[config.mk]
export PLATFORM = sky130hd
export DESIGN_NAME = dma_engine
export DESIGN_NICKNAME = d
export VERILOG_FILES = /design/src/rtl/dmae_pkg.sv /design/src/rtl/dmae_ctrl_decode.sv /design/src/rtl/dmae_addr_gen.sv /design/src/rtl/dmae_arb_window.sv /design/src/rtl/dma_engine.sv
export SDC_FILE = /design/constraint.sdc
export NUM_CORES = 1
export LEC_CHECK = 0
export ABC_AREA = 0
export ABC_CLOCK_PERIOD_IN_PS = 3500
export BUFFER_PORTS_ARGS = -buffer_cell sky130_fd_sc_hd__clkbuf_2
export CAP_MARGIN = 20
export CORE_ASPECT_RATIO = 1.4
export CORE_MARGIN = 5
export CORE_UTILIZATION = 53
export CTS_CLUSTER_SIZE = 10
export DETAILED_ROUTE_END_ITERATION = 6
export PLACE_DENSITY_LB_ADDON = 0.2
export REMOVE_ABC_BUFFERS = 1
export SKIP_LAST_GASP = 1
export SLEW_MARGIN = 20
export SYNTH_ARGS = -nofsm -noshare
export SYNTH_HDL_FRONTEND = slang
export SYNTH_SLANG_ARGS = --single-unit
[constraint.sdc]
create_clock -name clk -period 3.5 [get_ports clk]
set_input_delay 0.175 -clock clk [delete_from_list [all_inputs] [get_ports clk]]
set_output_delay 0.175 -clock clk [all_outputs]
set_load 0.03 [all_outputs]
[src/rtl/dmae_pkg.sv]
// Package: shared constants, control-word field positions and types for the
// single-channel DMA engine. Assumes a fixed 32-bit control word.
package dmae_pkg;

    localparam int CTRL_W     = 32;
    localparam int CNT_FIELD  = 10;             // width of the count-minus-one field
    localparam int EXP_W      = 4;              // width of the arbitration exponent
    localparam int MAX_EXP    = CNT_FIELD;      // largest legal exponent
    localparam int DESC_AW    = 3;              // {structure, word[1:0]}

    localparam int F_DINC_LO  = 30;
    localparam int F_DSZ_LO   = 28;
    localparam int F_SINC_LO  = 26;
    localparam int F_SSZ_LO   = 24;
    localparam int F_EXP_LO   = 14;
    localparam int F_CNT_LO   = 4;
    localparam int F_BURST    = 3;

    localparam logic [1:0] INC_HOLD = 2'd3;

    typedef enum logic [2:0] {
        CYC_STOP  = 3'd0,
        CYC_BASIC = 3'd1,
        CYC_AUTO  = 3'd2,
        CYC_PPONG = 3'd3
    } cyc_e;

    typedef enum logic [3:0] {
        ST_IDLE, ST_ARB, ST_LD0, ST_LD1, ST_LD2, ST_LD3,
        ST_CHK, ST_RD, ST_WR, ST_WB
    } eng_state_e;

endpackage

[src/rtl/dmae_ctrl_decode.sv]
// Module: splits a control word into its fields and judges whether it is
// runnable. Pure combinational; assumes the caller handles the stop type.
module dmae_ctrl_decode
    import dmae_pkg::*;
(
    input  logic [CTRL_W-1:0]    ctrl,
    output logic [1:0]           dinc,
    output logic [1:0]           sinc,
    output logic [1:0]           isize,
    output logic [EXP_W-1:0]     arb_exp,
    output logic [CNT_FIELD-1:0] cnt_m1,
    output logic [2:0]           cyc,
    output logic                 is_stop,
    output logic                 legal
);
    logic [1:0] dsz;

    // Field extraction
    always_comb begin
        dinc    = ctrl[F_DINC_LO +: 2];
        dsz     = ctrl[F_DSZ_LO  +: 2];
        sinc    = ctrl[F_SINC_LO +: 2];
        isize   = ctrl[F_SSZ_LO  +: 2];
        arb_exp = ctrl[F_EXP_LO  +: EXP_W];
        cnt_m1  = ctrl[F_CNT_LO  +: CNT_FIELD];
        cyc     = ctrl[2:0];
    end

    // Legality: known cycle type, sane size, increments no smaller than size
    always_comb begin
        is_stop = (cyc == CYC_STOP);
        legal   = (cyc == CYC_BASIC || cyc == CYC_AUTO || cyc == CYC_PPONG)
                && (isize != 2'd3)
                && (isize == dsz)
                && (sinc == INC_HOLD || sinc >= isize)
                && (dinc == INC_HOLD || dinc >= dsz)
                && (arb_exp <= EXP_W'(MAX_EXP));
    end
endmodule

[src/rtl/dmae_addr_gen.sv]
// Module: derives the current item address from an end pointer, the
// increment code and the remaining item count. Assumes remain >= 1 when used.
module dmae_addr_gen #(
    parameter int ADDR_W = 32,
    parameter int CNT_W  = 11
) (
    input  logic [ADDR_W-1:0] end_ptr,
    input  logic [1:0]        inc,
    input  logic [CNT_W-1:0]  remain,
    output logic [ADDR_W-1:0] addr
);
    logic [ADDR_W-1:0] span;

    // Address = end - (remain << inc) + 1, or end itself for a held address
    always_comb begin
        span = ADDR_W'(remain) << inc;
        addr = (inc == 2'd3) ? end_ptr : (end_ptr - span + ADDR_W'(1));
    end
endmodule

[src/rtl/dmae_arb_window.sv]
// Module: counts items since the last grant and flags the item that closes
// a 2^exp window. Assumes exp has been checked legal before use.
module dmae_arb_window #(
    parameter int CNT_W = 11,
    parameter int EXP_W = 4
) (
    input  logic             clk,
    input  logic             rst_n,
    input  logic             clr,
    input  logic             step,
    input  logic [EXP_W-1:0] arb_exp,
    output logic             last
);
    logic [CNT_W-1:0] cnt_q;
    logic [CNT_W-1:0] limit;

    // Window size and closing condition
    always_comb begin
        limit = CNT_W'(1) << arb_exp;
        last  = (cnt_q + CNT_W'(1)) == limit;
    end

    // Item counter, restarted at each grant
    always_ff @(posedge clk) begin
        if (!rst_n || clr) cnt_q <= '0;
        else if (step)     cnt_q <= cnt_q + CNT_W'(1);
    end
endmodule

[src/rtl/dma_engine.sv]
// Module: single-channel DMA cycle engine. Fetches a descriptor (primary or
// alternate), copies items backwards-derived from end pointers, re-arbitrates
// every 2^R items and writes the control word back. Assumes one-cycle
// synchronous descriptor and data memories and a grant that stays high while
// arb_req is held.
module dma_engine
    import dmae_pkg::*;
#(
    parameter int ADDR_W = 32
) (
    input  logic              clk,
    input  logic              rst_n,
    input  logic              chan_en_set,
    input  logic              chan_req,
    output logic              arb_req,
    input  logic              arb_gnt,
    output logic              desc_rd,
    output logic              desc_wr,
    output logic [2:0]        desc_addr,
    output logic [31:0]       desc_wdata,
    input  logic [31:0]       desc_rdata,
    output logic              mem_rd,
    output logic              mem_wr,
    output logic [ADDR_W-1:0] mem_addr,
    output logic [1:0]        mem_size,
    output logic [31:0]       mem_wdata,
    input  logic [31:0]       mem_rdata,
    output logic              chan_en,
    output logic              xfer_done,
    output logic              cfg_err,
    output logic [10:0]       rem_count,
    output logic              cur_alt
);
    localparam int CNT_W = CNT_FIELD + 1;
    localparam int NPORT = 2;   // 0 = source, 1 = destination

    eng_state_e          state_q;
    logic [ADDR_W-1:0]   end_q [NPORT];
    logic [CTRL_W-1:0]   ctrl_q;
    logic [CNT_W-1:0]    rem_q;
    logic                en_q, err_q, done_q, alt_q, auto_q;

    logic [1:0]           dinc, sinc, isize;
    logic [EXP_W-1:0]     arb_exp;
    logic [CNT_FIELD-1:0] cnt_m1;
    logic [2:0]           cyc;
    logic                 is_stop, legal;
    logic [1:0]           inc_sel [NPORT];
    logic [ADDR_W-1:0]    addr_sel [NPORT];
    logic                 win_last, win_clr, win_step;
    logic                 gate_ok, final_wb;
    logic [CNT_W-1:0]     rem_m1;

    dmae_ctrl_decode u_dec (
        .ctrl    (ctrl_q),
        .dinc    (dinc),
        .sinc    (sinc),
        .isize   (isize),
        .arb_exp (arb_exp),
        .cnt_m1  (cnt_m1),
        .cyc     (cyc),
        .is_stop (is_stop),
        .legal   (legal)
    );

    assign inc_sel[0] = sinc;
    assign inc_sel[1] = dinc;

    // One address generator per side of the copy
    for (genvar g = 0; g < NPORT; g++) begin : g_addr
        dmae_addr_gen #(.ADDR_W(ADDR_W), .CNT_W(CNT_W)) u_ag (
            .end_ptr (end_q[g]),
            .inc     (inc_sel[g]),
            .remain  (rem_q),
            .addr    (addr_sel[g])
        );
    end

    dmae_arb_window #(.CNT_W(CNT_W), .EXP_W(EXP_W)) u_win (
        .clk     (clk),
        .rst_n   (rst_n),
        .clr     (win_clr),
        .step    (win_step),
        .arb_exp (arb_exp),
        .last    (win_last)
    );

    // Window control and request gating
    always_comb begin
        win_clr  = (state_q == ST_ARB) && arb_gnt;
        win_step = (state_q == ST_WR);
        gate_ok  = (cyc == CYC_AUTO) || chan_req;
        final_wb = (rem_q == '0);
        rem_m1   = rem_q - CNT_W'(1);
    end

    // Bus, descriptor and data port outputs
    always_comb begin
        arb_req   = (state_q != ST_IDLE);
        desc_rd   = (state_q == ST_LD0) || (state_q == ST_LD1) || (state_q == ST_LD2);
        desc_wr   = (state_q == ST_WB);
        unique case (state_q)
            ST_LD0:  desc_addr = {alt_q, 2'd0};
            ST_LD1:  desc_addr = {alt_q, 2'd1};
            default: desc_addr = {alt_q, 2'd2};
        endcase
        if (final_wb)
            desc_wdata = {ctrl_q[31:F_EXP_LO], {CNT_FIELD{1'b0}}, ctrl_q[F_BURST], 3'b000};
        else
            desc_wdata = {ctrl_q[31:F_EXP_LO], rem_m1[CNT_FIELD-1:0], ctrl_q[3:0]};
        mem_rd    = (state_q == ST_RD) && gate_ok;
        mem_wr    = (state_q == ST_WR);
        mem_addr  = (state_q == ST_WR) ? addr_sel[1] : addr_sel[0];
        mem_size  = isize;
        mem_wdata = mem_rdata;
    end

    // Sequencer: arbitration, descriptor load, item copy, writeback
    always_ff @(posedge clk) begin
        if (!rst_n) begin
            state_q <= ST_IDLE;
            end_q[0] <= '0;
            end_q[1] <= '0;
            ctrl_q  <= '0;
            rem_q   <= '0;
            en_q    <= 1'b0;
            err_q   <= 1'b0;
            done_q  <= 1'b0;
            alt_q   <= 1'b0;
            auto_q  <= 1'b0;
        end else begin
            done_q <= 1'b0;
            unique case (state_q)
                ST_IDLE: if (en_q && (chan_req || auto_q)) state_q <= ST_ARB;
                ST_ARB:  if (arb_gnt) state_q <= ST_LD0;
                ST_LD0:  state_q <= ST_LD1;
                ST_LD1:  begin end_q[0] <= desc_rdata; state_q <= ST_LD2; end
                ST_LD2:  begin end_q[1] <= desc_rdata; state_q <= ST_LD3; end
                ST_LD3:  begin ctrl_q <= desc_rdata;   state_q <= ST_CHK; end
                ST_CHK: begin
                    state_q <= ST_IDLE;
                    if (is_stop) begin
                        en_q   <= 1'b0;
                        auto_q <= 1'b0;
                    end else if (!legal) begin
                        err_q  <= 1'b1;
                        en_q   <= 1'b0;
                        auto_q <= 1'b0;
                    end else begin
                        rem_q   <= CNT_W'(cnt_m1) + CNT_W'(1);
                        auto_q  <= (cyc == CYC_AUTO);
                        state_q <= ST_RD;
                    end
                end
                ST_RD:   state_q <= gate_ok ? ST_WR : ST_WB;
                ST_WR: begin
                    rem_q   <= rem_m1;
                    state_q <= (rem_q == CNT_W'(1) || win_last) ? ST_WB : ST_RD;
                end
                ST_WB: begin
                    state_q <= ST_IDLE;
                    if (final_wb) begin
                        done_q <= 1'b1;
                        auto_q <= 1'b0;
                        if (cyc == CYC_PPONG) alt_q <= ~alt_q;
                        else                  en_q  <= 1'b0;
                    end
                end
                default: state_q <= ST_IDLE;
            endcase
            if (chan_en_set) begin
                en_q   <= 1'b1;
                err_q  <= 1'b0;
                alt_q  <= 1'b0;
                auto_q <= 1'b0;
            end
        end
    end

    // Status outputs
    always_comb begin
        chan_en   = en_q;
        xfer_done = done_q;
        cfg_err   = err_q;
        rem_count = rem_q;
        cur_alt   = alt_q;
    end
endmodule

==> results.ini, run 1 <==
[timing]
fin_crit_ns = 4.23
max_freq_mhz = 236
finalSetupViolCount = 28
grt_setup_unrepaired = true
finClkSkew_ns = 0.00966
hold_viol = 0
fin_crit_sh_pct = 121
setup_ws_ns = -0.729
slew_headroom_pct = 30.3
finalMaxSlewViolations = 0
worst_pin_slew_ns = 1.04

[layout]
syn2layout_area_growth_pct = 34.4
fillCellCount = 1539
layout.nets = 1846
instances_no_fill = 1989
antenna_cells = 0
drive_gt1_share_pct = 34.0

[critical_path]
arrival_ns = 4.05
max_stage_delay_ns = 0.49
worstSetupEndpointType = output pin
path_cells = buf_12 -> buf_12 -> mux4_2 -> inv_2 -> ha_4 -> ha_4 -> buf_4 -> nand2_1 -> nor2_1 -> o211ai_2 -> a21oi_2 -> buf_4 -> o21a_1 -> o31a_1 -> mux2i_1 -> a41oi_1 -> o21a_1 -> buf_8
crit_type = reg2out
cp_slowest_cell = mux4_2
cp.required_ns = 3.32
start_kind = flip-flop
critical_path.max_fanout = 5
crit_family = compound AO/OA/AOI/OAI gates
cp_num_buf_inv = 6

[pwr]
leakage_nw = 6.57
switching_share_pct = 31.8
internal_power_mw = 3.39
clockPowerShare_pct = 35.3
p_sw_mw = 1.58
p_per_area_mw_per_mm2 = 319
finalPower_mw = 4.98
power_frac_comb_pct = 31.8
peakVddDrop_v = 0.000319
seq_power_share_pct = 32.9

[routing]
vias_per_cell = 6.09
drt_iter0_markers = 972
wl_per_cell_um = 20.5
wl_um = 40800
vias = 12100
ant_nets = 0
drtPass1Iterations = 7
drc_errors = 0

[cts]
h-tree-depth = 4
clkLatencyLatePin_ns = 0.43
cts_tree = built
cts_buffer_depth = 2
clock_sinks = 127
ctsRootBufferMaster = clkbuf_16
path_clk_slew_ns = 0.06
numCtsBuffers = 17

[run_status]
violations = negative setup slack
status = complete, but fails checks

[placed_design]
dp_hpwl_um = 27300
place.port_buffers = 125
dp.cells = 1882
place.gp.congestion = 0.940

[synth]
synthesis.area_mm2 = 0.0116
synth-async-reset-ratio_pct = 0
ys_ff_latch = 127
ys_warn_count = 0
synth_area_per_cell_um2 = 8.00
ys_types = 79
synth-edff-count = 64
synth-main-ff-cell = edfxtp_1
syn_inst = 1453
synth-seq-area-share_pct = 27.4

[grt]
track_usage_pct = 30.1
grt_pass1_wl_um = 59800
antenna_found_initial = 0
globalRoute.totalOverflow = 0
grt_pass1_vias = 11600
grt_max_degree = 66

[die]
fp.coreArea_mm2 = 0.0217
die_x_um = 135
die_y_um = 185
start_util_pct = 53.6
die_area_mm2 = 0.0250
io_pins = 190
rows = 64

[run]
cap_violations = 0

[hold_path]
hold_class = in2reg

## placed cells by master (no fill, tap or decap), types with 31 or more instances in the layout
| cell type | n |
|---|---|
| buf_4 | 173 |
| nand2_1 | 167 |
| nor2_1 | 114 |
| clkbuf_2 | 97 |
| a21oi_1 | 76 |
| inv_1 | 68 |
| edfxtp_1 | 64 |
| ha_1 | 62 |
| dfxtp_1 | 52 |
| buf_6 | 41 |
| o21ai_0 | 38 |
| xnor2_1 | 37 |
| and2_1 | 36 |
| a21boi_0 | 36 |
| a21o_1 | 31 |
## stage by stage
stage / setup slack (ns) / hold WS [ns] / TNS (ns) / cell area [µm²] / utilization [%]
after detailed placement: -0.523 / 0.351 / -7.92 / 13000 / 60.1
final: -0.729 / 0.0142 / -15.15 / 15600 / 72.0
after floorplan: -0.964 / 0.292 / -15.76 / 10800 / -
after global placement: -0.463 / 0.351 / -6.69 / 13000 / 60.1
after global routing: -0.923 / 0.0188 / -19.08 / 15600 / 72.0
after CTS: -0.653 / 0.00340 / -11.88 / 15000 / 69.0
## cell usage after synthesis, types with 5 or more instances
master,n,area [µm²]
dfxtp_1,63,1260
mux2_2,5,56.3
nand2_1,174,653
o21ai_1,9,45.0
and3_1,15,93.8
nor3b_1,6,45.0
nor2b_1,16,100
o31ai_1,8,60.1
and2_1,37,231
a21boi_0,36,270
a211oi_1,36,270
o21ai_0,62,310
buf_2,13,65.1
nor3_1,28,140
nor4_1,10,62.6
or3_1,9,56.3
nor2_1,121,454
nand4_1,11,68.8
ha_1,96,1200
a22oi_1,6,45.0
o211ai_1,10,75.1
clkbuf_1,63,236
mux2i_1,25,250
o21a_1,19,143
a31oi_1,16,100
edfxtp_1,64,1920
buf_4,57,428
and4_1,5,43.8
a21o_1,31,233
xor2_1,32,280
a21oi_1,98,490
o31a_1,7,61.3
mux4_2,6,135
inv_1,79,297
nand3_1,29,145
nand2b_1,29,181
xnor2_1,41,359
## registers in the layout, summed over array words and instances, names as in the netlist
name / cells
state_q: 4
cfg_err: 1
xfer_done: 1
auto_q: 1
rem_count: 11
end_q: 64
ctrl_q: 32
u_win.cnt_q: 11
cur_alt: 1
chan_en: 1
## worst paths after layout
| path | start | to | slack [ns] | cells after the start |
|---|---|---|---|---|
| worst min register to register | ctrl_q[20] | ctrl_q[20] | 0.47 | 2 |
| worst max-delay path | ctrl_q[26] | mem_addr[17] | -0.73 | 18 |
| worst max register to register | ctrl_q[26] | rem_count[8] | 0.48 | 14 |
| worst min-delay path | desc_rdata[21] | ctrl_q[21] | 0.01 | 3 |
## power groups by stage
| stage | sequential (mW) | clock (mW) | combinational [mW] |
|---|---|---|---|
| 5_1_grt | 1.64 | 1.83 | 1.68 |
| 2_1_floorplan | 1.66 | 0 | 0.777 |
| 3_5_place_dp | 1.67 | 0 | 1.16 |
| 3_3_place_gp | 1.67 | 0 | 1.14 |
| 4_1_cts | 1.63 | 1.77 | 1.40 |
| 6_report | 1.64 | 1.76 | 1.58 |
## area by class of cell
cell class                 count  area (µm²)  area share [%]
clock buffer                  18         439            2.81
tap                          297         372            2.38
inverter                      79         300            1.92
timing repair buffer         347        2710            17.3
clock inverter                14         140           0.897
sequential                   127        3220            20.6
multi-input combinational   1107        8450            54.1
## worst min-delay path: stages
cell	delay, ns
clkbuf_2	0.09
nand2_1	0.05
a21boi_0	0.07
## metal layers
layer	GRT usage [%]	routed length [µm]
met5	0.992	0
met4	14.0	2450
met3	6.39	2830
met2	52.6	19900
met1	35.1	15600
## cells by family (layout without fill, tap and decap cells)
| family | after synthesis | count (layout) | synth area share, % |
|---|---|---|---|
| AO/OA/AOI/OAI | 388 | 388 | 22.1 |
| XOR/XNOR | 73 | 73 | 5.50 |
| adder cells (fa/ha/maj) | 98 | 98 | 10.7 |
| buffers and inverters | 219 | 458 | 9.31 |
| flip-flops | 127 | 127 | 27.4 |
| multiplexers | 37 | 37 | 3.93 |
| AND/OR/NAND/NOR | 511 | 511 | 21.1 |
## timing repair
action / 4_1_cts / 5_1_grt
endpoints found under the hold margin: 17 / 0
resized for setup: 212 / 120
hold buffers: 17 / 0
setup endpoints to repair: 27 / 28
buffers inserted: 42 / 28
pin swaps: 90 / 63
(Power assumes the default switching activity.)
==> run 2, diff against run 1 <==
- CORE_ASPECT_RATIO: 1.4 -> not set
- PLACE_DENSITY: not set -> 0.79
- PLACE_DENSITY_LB_ADDON: 0.2 -> not set
- SETUP_SLACK_MARGIN: not set -> 0.2
==> run 2 against run 1 <==
The flow finishes with violations (design-rule violations, negative setup slack). Combinational power is essentially flat. First-iteration DRC count up 94%. Clock skew increased by 0.0054 ns. Worst setup slack worse by 0.24 ns. Via count grew 5.6%. Non-clock buffer count is 32 lower. Final area decreased by 2.7%. Global-route usage grew 2.7 points. Clock power is essentially flat. Hold slack worse by 0.0035 ns. Highest routed layer unchanged.
==> results.ini, run 2 (same netlist as run 1, synthesis figures left out) <==
[grt]
globalRoute.totalOverflow = 0
track_usage_pct = 32.9
antenna_found_initial = 0
grt_max_degree = 66
grt_pass1_wl_um = 65200
grt_pass1_vias = 12300

[layout]
largest_register_ffs = 64
fin_area_mm2 = 0.0152
top_register = end_q
multi_input_comb_area_mm2 = 0.00842
layout.nets = 1814
fillCellCount = 1447
final-seq-area_mm2 = 0.00322
antenna_cells = 0
syn2layout_area_growth_pct = 30.8
layout_commonest_cell = nand2_1
drive_gt1_share_pct = 32.2
final_cell_mix = nand2_1 (168), buf_4 (165), nor2_1 (114)
top_regs = end_q (64), ctrl_q (32)

[critical_path]
critical_path.max_fanout = 7
cp_slowest_cell = mux4_2
start_kind = flip-flop
worstSetupEndpointType = output pin
max_stage_delay_ns = 0.61
arrival_ns = 4.29
cp.required_ns = 3.32
crit_type = reg2out
path_cells = buf_6 -> mux4_2 -> inv_2 -> ha_4 -> ha_4 -> o21ai_1 -> a21oi_2 -> o41ai_4 -> buf_4 -> buf_6 -> o21ai_4 -> nand3_1 -> o21ai_2 -> xor2_2 -> a211oi_2 -> a31oi_1 -> buf_4

[cts]
h-tree-depth = 4
cts_buffer_depth = 2
clkLatencyLatePin_ns = 0.44
cts_tree = built
clock_sinks = 127
path_clk_slew_ns = 0.07
ctsRootBufferMaster = clkbuf_16
numCtsBuffers = 17

[pwr]
p_per_area_mw_per_mm2 = 327
peakVddDrop_v = 0.000359
leakage_nw = 6.39

[timing]
hold_viol = 0
hold_slack_ns = 0.0107
finalSetupViolCount = 27
fin_crit_sh_pct = 128
max_freq_mhz = 224
slew_headroom_pct = 37.1
setup_ws_ns = -0.965
grt_setup_unrepaired = true
finClkSkew_ns = 0.0150
worst_pin_slew_ns = 0.933
fin_crit_ns = 4.47
finalMaxSlewViolations = 0

[placed_design]
dpl_cell_area_mm2 = 0.0130
place.port_buffers = 125
dp_hpwl_um = 27200
pre_cts_slack_ns = -0.699
place.gp.congestion = 0.941

[routing]
drt_iter0_markers = 1883
drtPass1Iterations = 7
wl_per_cell_um = 23.7
wl_um = 45900
vias = 12800
vias_per_cell = 6.59
ant_nets = 0
drc_errors = 7

[run_status]
status = complete, but fails checks
violations = design-rule violations, negative setup slack

[die]
fp.coreArea_mm2 = 0.0217
start_util_pct = 53.6
die_y_um = 158
rows = 54
die_x_um = 158
die_area_mm2 = 0.0250
io_pins = 190

[hold_path]
hold_class = in2reg

[run]
cap_violations = 0

==> run 2: cell types whose count changed in the layout (fill, tap and decap cells not counted), moves of 4 or more <==
cell and delta:
buf_4 -8, mux2i_2 -4, buf_12 -5, dlygate4sd3_1 -5
ha_1 +5, clkinvlp_4 -4, buf_6 -13, a211oi_1 +5
dfxtp_2 +4
==> run 2: what timing repair did <==
item,in CTS,in global routing
setup buffers,15,10
hold buffers,12,0
resized for setup,217,96
pin swaps,87,43
setup endpoints to repair,29,29
hold endpoints to repair,12,0
==> run 2: final cells by class <==
type	instances	share of cell area (%)
clock buffer	17	2.80
timing repair buffer	315	15.5
inverter	79	1.98
multi-input combinational	1107	55.4
tap	280	2.30
clock inverter	15	0.889
sequential	127	21.2
==> run 2: through the flow <==
step,total power [mW],setup TNS (ns),instances,util [%]
after floorplan,2.44,-15.76,1313,-
after global placement,2.81,-10.41,1871,60.0
after detailed placement,2.83,-12.01,1871,60.0
after CTS,4.74,-13.16,1930,68.1
after global routing,5.11,-21.78,1940,70.1
final,4.97,-20.08,1940,70.1
==> run 2: critical path, delay by kind of cell (launching register included) <==
family | cells | cell delay [ns]
and+or+nand+nor | 1 | 0.12
xor gates and xnor gates | 1 | 0.34
DFF | 1 | 0.42
muxes | 1 | 0.61
buffers and inverters | 5 | 0.74
AOI/OAI and AO/OA | 7 | 1.14
adders and majority gates | 2 | 0.49
==> run 2: routing by layer <==
| layer | part of all wire, % | track usage (%) |
|---|---|---|
| met4 | 7.1 | 18.2 |
| met5 | 0 | 1.79 |
| met3 | 12 | 8.75 |
| met1 | 36 | 40.0 |
| met2 | 44 | 52.7 |
==> run 2: final timing paths <==
path                 start           end  slack (ns)  cells past startpoint
max reg2reg     ctrl_q[26]  rem_count[9]        0.59                     13
min          desc_rdata[4]     ctrl_q[4]        0.01                      3
min reg2reg     ctrl_q[20]    ctrl_q[20]        0.46                      2
max             ctrl_q[30]  mem_addr[19]       -0.97                     17
==> run 2: where the power goes <==
part / switching (mW) / leakage (nW) / internal, mW
registers: 0.0419 / 1.18 / 1.59
logic: 0.894 / 4.94 / 0.695
clock network: 0.759 / 0.275 / 0.984
==> run 3, diff against run 2 <==
- GPL_TIMING_DRIVEN: not set -> 0
==> run 3 against run 2 <==
The flow finishes with violations (design-rule violations, negative hold slack, negative setup slack). Critical endpoint is now mem_addr[11]. Utilization is 1.3 points lower. Sequential power hardly changed. Sequential cell count unchanged. Final area is 1.8% lower. Critical path type unchanged.
==> results.ini, run 3 (same netlist as run 1, synthesis figures left out) <==
[routing]
drtPass1Iterations = 7
vias_per_cell = 7.04
vias = 13100
ant_nets = 0
drt_iter0_markers = 2074
wl_um = 48600
drc_errors = 60
wl_per_cell_um = 26.1

[cts]
cts_tree = built
clkLatencyLatePin_ns = 0.46
cts_buffer_depth = 2
path_clk_slew_ns = 0.06
h-tree-depth = 4
ctsRootBufferMaster = clkbuf_16
clock_sinks = 127
numCtsBuffers = 17

[layout]
layout_commonest_cell = nand2_1
syn2layout_area_growth_pct = 28.4
drive_gt1_share_pct = 29.2
top_register = end_q
post-route-util_pct = 68.8
instances_no_fill = 1859
largest_register_ffs = 64
top_regs = end_q (64), ctrl_q (32)
antenna_cells = 0
layout.nets = 1733
final_cell_mix = nand2_1 (169), nor2_1 (112), clkbuf_2 (95)

[timing]
setup_ws_ns = -1.52
slew_headroom_pct = 25.0
worst_pin_slew_ns = 1.12
finClkSkew_ns = 0.0141
max_freq_mhz = 199
finalMaxSlewViolations = 0
fin_crit_sh_pct = 143
grt_setup_unrepaired = true
finalSetupViolCount = 27
final.setup.tns_ns = -30.26
fin_crit_ns = 5.02
hold_slack_ns = -0.0142
hold_viol = 4

[grt]
track_usage_pct = 32.9
grt_pass1_wl_um = 64200
globalRoute.totalOverflow = 0
antenna_found_initial = 0
grt_pass1_vias = 12000
grtUsageMet3_pct = 10.8
grt_max_degree = 54
use_met2_pct = 50.3
gr-usage-met1_pct = 39.3
top_usage_layer = met2

[critical_path]
critical_path.max_fanout = 11
max_stage_delay_ns = 0.50
cp.required_ns = 3.32
r2r_end = rem_count[4]
regToRegSetupSlack_ns = 0.37
crit_family = compound AO/OA/AOI/OAI gates
arrival_ns = 4.84
worst_r2r_path_depth = 13
worstSetupEndpointType = output pin
reg2reg_from = ctrl_q[30]
cp_slowest_cell = mux2i_2
start_kind = flip-flop
cp_num_buf_inv = 5
crit_top_cell = nand2_1
path_cells = buf_6 -> mux2i_2 -> nand2_1 -> o21ai_0 -> ha_1 -> ha_2 -> nand2_1 -> a21oi_2 -> o41ai_4 -> buf_4 -> o21ai_4 -> buf_4 -> buf_6 -> xnor2_1 -> nand2_1 -> o21ai_1 -> a21oi_2 -> clkbuf_8
crit_type = reg2out
startpoint = ctrl_q[31]

[placed_design]
dp_hpwl_um = 25100
place.port_buffers = 125
pre_cts_slack_ns = -1.26
dp.cells = 1731
place.gp.congestion = 0.948

[pwr]
peakVddDrop_v = 0.000347
internal_power_mw = 3.36
seq_power_share_pct = 32.0
p_sw_mw = 1.75
p_per_area_mw_per_mm2 = 343
switching_share_pct = 34.3
leakage_nw = 6.10
power_frac_comb_pct = 31.1
clockPowerShare_pct = 36.9

[run]
cap_violations = 0

[hold_path]
hold_class = in2reg
holdPathStages = 3
hp-start = desc_rdata[17]
min_to = ctrl_q[17]

[die]
start_util_pct = 53.6
io_pins = 190
die_x_um = 158
rows = 54
fp.coreArea_mm2 = 0.0217
die_y_um = 158
die_area_mm2 = 0.0250

[run_status]
status = complete, but fails checks
violations = design-rule violations, negative hold slack, negative setup slack

-- run 3: per-layer routing --
metal  wire, µm  share of wire (%)
met5         74               0.15
met4       4700                9.7
met3       7570                 16
met2      20300                 42
met1      16000                 33
-- run 3: per-stage QoR --
stage | area, µm² | power [mW] | hold slack, ns
after floorplan | 10800 | 2.44 | 0.292
after global placement | 11800 | 2.69 | 0.351
final | 14900 | 5.11 | -0.0142
after detailed placement | 12100 | 2.73 | 0.351
after global routing | 14900 | 5.24 | 0.0117
after CTS | 14400 | 4.81 | 0.00293
-- run 3: worst max-delay path by stage --
stage | endpoint | slack (ns) | cells after the start
global route | mem_addr[11] | -1.42 | 18
finish | mem_addr[11] | -1.52 | 18
CTS | mem_addr[29] | -0.76 | 18
detailed placement | mem_addr[28] | -1.26 | 14
global placement | end_q[0][58] | -2.25 | 2
floorplan | mem_addr[23] | -0.96 | 13
-- run 3: cell type report --
| cell class | instances | area, µm² |
|---|---|---|
| multi-input cells | 1108 | 8500 |
| fillers | 1445 | 6760 |
| flip-flops and latches | 127 | 3220 |
| repair buffers | 233 | 1950 |
| clock buffers | 18 | 450 |
| well taps | 280 | 350 |
| inverters | 79 | 304 |
| clock inverters | 14 | 156 |
-- run 3: worst reg2reg max path, stage by stage, from the launching register on --
cell	delay, ns
dfxtp_4	0.46
buf_4	0.17
clkinvlp_4	0.14
buf_4	0.17
ha_1	0.28
nand2b_1	0.16
a211oi_1	0.34
a21oi_1	0.09
o211ai_1	0.32
nor3_4	0.10
buf_6	0.17
nor2_1	0.30
o21ai_0	0.17
a21boi_0	0.18
-- run 3: power groups by stage --
stage / Clock [mW] / Combinational, mW / Sequential [mW]
after detailed placement: 0 / 1.06 / 1.67
after global placement: 0 / 1.02 / 1.67
after global routing: 1.96 / 1.64 / 1.64
after CTS: 1.85 / 1.33 / 1.63
after floorplan: 0 / 0.777 / 1.66
final: 1.89 / 1.59 / 1.64
-- run 3: repair_timing --
item                                    CTS  global route
setup buffers                            58            21
endpoints found under the hold margin    15             0
endpoints found under the setup margin   44            32
hold buffers                             15             0
resized for setup                       234            99
pin swaps                                84            71
gates cloned                              2             0
